## src/rtl/lt_pkg.sv

```systemverilog
package lt_pkg;

    typedef enum logic {
        CUT_IDLE = 1'b0,
        CUT_REQ  = 1'b1
    } cut_state_e;

    typedef struct packed {
        cut_state_e st;
    } cut_regs_t;

endpackage

```

## src/rtl/lt_counter.sv

```systemverilog
module lt_counter #(
    parameter int CNT_W = 8
) (
    input  logic             clk,
    input  logic             rst_n,
    input  logic [CNT_W-1:0] limit_in,
    input  logic             start,
    input  logic             finish,
    output logic [CNT_W-1:0] count,
    output logic             expired
);
    typedef struct packed {
        logic             active;
        logic [CNT_W-1:0] limit;
        logic [CNT_W-1:0] cnt;
    } cnt_regs_t;

    cnt_regs_t r_d, r_q;

    always_comb begin
        r_d = r_q;
        if (start) begin
            r_d.active = 1'b1;
            r_d.limit  = limit_in;
            r_d.cnt    = '0;
        end else if (finish) begin
            r_d.active = 1'b0;
            r_d.cnt    = '0;
        end else if (r_q.active && (r_q.cnt < r_q.limit)) begin
            r_d.cnt = r_q.cnt + 1'b1;
        end
    end

    always_ff @(posedge clk) begin
        if (!rst_n) begin
            r_q <= '0;
        end else begin
            r_q <= r_d;
        end
    end

    assign count   = r_q.cnt;
    assign expired = r_q.active && (r_q.cnt >= r_q.limit);
endmodule

```

## src/rtl/lt_cut_ctl.sv

```systemverilog
module lt_cut_ctl
    import lt_pkg::*;
(
    input  logic clk,
    input  logic rst_n,
    input  logic start,
    input  logic finish,
    input  logic expired,
    input  logic gnt,
    output logic cut
);
    cut_regs_t r_d, r_q;

    always_comb begin
        r_d = r_q;
        if (start || finish) begin
            r_d.st = CUT_IDLE;
        end else if (expired && !gnt) begin
            r_d.st = CUT_REQ;
        end
    end

    always_ff @(posedge clk) begin
        if (!rst_n) begin
            r_q.st <= CUT_IDLE;
        end else begin
            r_q <= r_d;
        end
    end

    assign cut = (r_q.st == CUT_REQ);
endmodule

```

## src/rtl/pci_lat_timer.sv

```systemverilog
module pci_lat_timer #(
    parameter int CNT_W = 8
) (
    input  logic             clk,
    input  logic             rst_n,
    input  logic [CNT_W-1:0] lt_value,
    input  logic             frame_start,
    input  logic             gnt,
    input  logic             txn_end,
    output logic             burst_stop,
    output logic             lt_expired,
    output logic [CNT_W-1:0] lt_count
);
    logic exp_w;

    lt_counter #(.CNT_W(CNT_W)) u_cnt (
        .clk      (clk),
        .rst_n    (rst_n),
        .limit_in (lt_value),
        .start    (frame_start),
        .finish   (txn_end),
        .count    (lt_count),
        .expired  (exp_w)
    );

    lt_cut_ctl u_cut (
        .clk     (clk),
        .rst_n   (rst_n),
        .start   (frame_start),
        .finish  (txn_end),
        .expired (exp_w),
        .gnt     (gnt),
        .cut     (burst_stop)
    );

    assign lt_expired = exp_w;
endmodule

```

## config.mk

```make
export PLATFORM = sky130hd
export DESIGN_NAME = pci_lat_timer
export DESIGN_NICKNAME = d
export VERILOG_FILES = /design/src/rtl/lt_pkg.sv /design/src/rtl/lt_counter.sv /design/src/rtl/lt_cut_ctl.sv /design/src/rtl/pci_lat_timer.sv
export SDC_FILE = /design/constraint.sdc
export NUM_CORES = 1
export LEC_CHECK = 0
export BUFFER_PORTS_ARGS = -buffer_cell sky130_fd_sc_hd__buf_2
export CAP_MARGIN = 20
export CORE_MARGIN = 3
export CORE_UTILIZATION = 45
export DETAILED_ROUTE_END_ITERATION = 10
export HOLD_SLACK_MARGIN = 0.02
export PLACE_DENSITY = 0.68
export SYNTH_ARGS = -nofsm -noshare
export SYNTH_HDL_FRONTEND = slang
export SYNTH_SLANG_ARGS = --single-unit
```

## constraint.sdc

```tcl
create_clock -name clk -period 2.6 [get_ports clk]
set_clock_uncertainty 0.05 [all_clocks]
set_input_delay 0.13 -clock clk [delete_from_list [all_inputs] [get_ports clk]]
set_output_delay 0.13 -clock clk [all_outputs]
set_load 0.1 [all_outputs]
```

==> results.txt <==
The run finished with clean final reports. TritonCTS built the clock tree. Counting instances in the post-synthesis netlist gives the leading cell types as 18 x sky130_fd_sc_hd__dfxtp_1, 10 x sky130_fd_sc_hd__inv_1, 10 x sky130_fd_sc_hd__nor2b_1. The average wire per standard cell came out at 12.3 µm. The final layout contains 160 nets.

Of the total power, the share spent switching nets is 0.267. The half-perimeter wire length after placement came out at 1.59 mm. The worst setup path is of the reg2out kind. The initial detailed-routing violation count came out at 8. The area added between synthesis and finish is 10.2%. The total of hold buffers inserted after clock tree synthesis is 0. The number of instances resized during post-cts repair is 0. The minimum clock period after layout is 2.21 ns. The pin count of the biggest net entering global routing came out at 16.

Of the available clock period, the critical path in the final layout requires 0.851. In this run the tightest slew margin relative to its limit is 0.373. The synthesized netlist net count came out at 144. The maximum fanout along the worst path is 3.

The analysis attributes to net switching a power of 0.000145 W. The aggregate global routing overflow came out at 0. The most used flip-flop cell after synthesis is sky130_fd_sc_hd__dfxtp_1. The count of pins over their slew limit came out at 0. Setup repair after global routing left no endpoint under its margin. The register area came out at 360 µm². The combinational share of power is 0.147. The final sum of negative setup slack is 0 ns. The number of buffers inserted by port buffering is 22. The timing-limited maximum frequency came out at 452 MHz.

The sequential-to-total area share from yosys stat came out at 0.341. The floorplan row count is 16. The endpoint type of the worst setup path is an output port. The finished cells cover 0.00116 mm². The standard cell area after detailed placement is 0.00113 mm².

The maximum resistive drop on vdd is 0.266 mV. After filler insertion, the fill cell instance count of the layout stands at 209. For this design the ratio of total power to cell area is 468 mW/mm². Counting every instance in the synthesized netlist gives 122. The clock edge transition at the registers on the reported setup and hold paths is 0.11 ns. Each instance of the synthesized netlist takes up on average 8.66 µm².

The total die area came out at 0.00296 mm². Of the post-synthesis cell area, the dominant cell type holds 0.341. The async set or reset register ratio after synthesis is 0. The number of antenna diodes in the final layout is 0. The initial antenna violation count was 0. The critical path data required time is 2.42 ns. In this run, CTS created clock tree buffers numbering 3.

The area occupied by multi-input gates came out at 586 µm². Sorting the synthesized cells by area gives the leading types as sky130_fd_sc_hd__dfxtp_1 34%, sky130_fd_sc_hd__ha_1 11%, sky130_fd_sc_hd__mux2i_1 8.5%. The share of post-route cells with drive strength above 1 came out at 0.219. The post-CTS setup-driven buffer insertion count came out at 0. The via count normalized by instance count is 5.32.

The arrival time reported for the critical path endpoint came out at 2.03 ns. The top-level port count came out at 23. The final route contains 872 vias. The share of total power dissipated in the clock network is 0.321. The number of synthesized flops with an enable pin came out at 0. The count of endpoints failing hold in the final timing report came out at 0. The clock latency on the worst-skew pair came out at 0.29 ns. The worst hold path was traced through 3 stages. The biggest area contributor in the post-synthesis netlist is sky130_fd_sc_hd__dfxtp_1. Summing every instance area after synthesis gives 0.00106 mm². Before antenna repair, the detailed router went through 4 iterations. The number of H-tree levels came out at 1. The overall global routing resource usage came out at 0.149. The analysis attributes to cell leakage a power of 0.496 nW. The worst setup path is launched from a register.

Synthesis instantiated 28 different standard cells from the library. The first global-routing pass estimated 3.28 mm of wire. The initial utilization of the core area, before any placement, comes to 0.507.

The remaining antenna violation count after routing came out at 0. The internal power component is 0.000399 W. Counting every sink on the clock net gives 18. The core area is 0.00208 mm². The weighted congestion at the end of routability-driven global placement came out at 0.789. The pin slew with the least headroom to its limit is 0.941 ns. The via count of the first global-routing pass is 790.

The floorplan step set the die height to 54.4 µm. The wire length after detailed routing came out at 2.01 mm. The cell sitting at the root of the clock tree is a sky130_fd_sc_hd__clkbuf_4. After detailed routing, the number of remaining DRC violations is 0. The worst register-to-register path has a depth of 6. The number of setup violations in the final report came out at 0. The width of the die is 54.4 µm. During synthesis, Yosys emitted a total of 0 warnings. The worst min-delay path category is in2reg. The sequential power share is 0.532. Yosys instantiated no cell more often than sky130_fd_sc_hd__dfxtp_1.

The clock tree buffer depth is 2. After synthesis the netlist holds a flip-flop and latch count of 18. The max-cap violation count came out at 0.
## power by group through the flow
stage	registers [W]	clock network [W]	logic (W)
after floorplan	0.000296	0	0.0000598
after global placement	0.000296	0	0.0000766
after detailed placement	0.000296	0	0.0000796
after CTS	0.000290	0.000179	0.0000798
after global routing	0.000291	0.000194	0.0000890
final	0.000290	0.000175	0.0000799
## cells in the final DEF, fill, tap and decap left out, drive strengths merged
cell / synthesis / final
or4: 2 / 2
o31ai: 1 / 1
mux2i: 9 / 9
o21a: 2 / 2
and2: 1 / 1
nand4: 3 / 3
dfxtp: 18 / 18
nor2: 5 / 5
nand3: 4 / 4
o211ai: 2 / 2
ha: 9 / 9
a21oi: 11 / 11
a31oi: 1 / 1
nor2b: 10 / 10
nand2b: 1 / 1
buf: 9 / 22
or3: 6 / 6
nor3: 1 / 1
nand2: 7 / 7
inv: 10 / 10
clkbuf: 2 / 4
o21ai: 7 / 7
or3b: 1 / 1
## worst max-delay path, stage by stage (launching register included)
cell and delay, ns:
sky130_fd_sc_hd__dfxtp_1 0.35, sky130_fd_sc_hd__inv_1 0.05, sky130_fd_sc_hd__ha_1 0.34, sky130_fd_sc_hd__nand4_1 0.15, sky130_fd_sc_hd__a31oi_1 0.26, sky130_fd_sc_hd__nor2_1 0.09
sky130_fd_sc_hd__nor2_1 0.08, sky130_fd_sc_hd__buf_2 0.42
## final timing paths
check	start	end	slack, ns
min reg2reg	u_cut.cut$_SDFFE_PP0P_	u_cut.cut$_SDFFE_PP0P_	0.40
max	u_cnt.r_q[15]$_SDFFE_PN0P_	lt_expired	0.39
max reg2reg	u_cnt.count[1]$_SDFFE_PP0P_	u_cnt.count[5]$_SDFFE_PP0P_	0.45
min	lt_value[2]	u_cnt.r_q[10]$_SDFFE_PN0P_	0.04
## through the flow
stage | util | hold WS [ns] | setup slack, ns | cells | power (W)
finish | 0.559 | 0.0441 | 0.387 | 164 | 0.000545
global route | 0.559 | 0.0376 | 0.208 | 164 | 0.000574
CTS | 0.559 | 0.0418 | 0.388 | 164 | 0.000549
detailed placement | 0.541 | 0.349 | 0.499 | 160 | 0.000376
global placement | 0.541 | 0.338 | 0.580 | 160 | 0.000373
floorplan | - | 0.249 | 0.118 | 122 | 0.000356
## metal layers
layer,track usage,vias up,wire [µm]
met5,0,-,0
met4,0.0373,0,0
met3,0.0436,0,91
met2,0.251,20,968
met1,0.185,404,953
li1,-,448,-
## logic make-up (layout without fill, tap and decap cells)
group / count (synthesis) / count (layout) / synth area share
muxes: 9 / 9 / 0.0853
adders and majority gates: 9 / 9 / 0.107
and+or+nand+nor: 41 / 41 / 0.218
buffers and inverters: 21 / 36 / 0.104
DFF: 18 / 18 / 0.341
AOI/OAI and AO/OA: 24 / 24 / 0.145
## state kept, by name, summed over array words and instances, names as in the netlist
signal and count:
u_cnt.r_q 9, u_cnt.count 8, u_cut.cut 1
## cell type report
class,instances,area share
clock buffers,4,0.0312
inverters,10,0.0323
multi-input cells,83,0.503
flip-flops and latches,18,0.310
well taps,27,0.0290
repair buffers,22,0.0946
No activity file was read; power rests on OpenSTA's default activity.
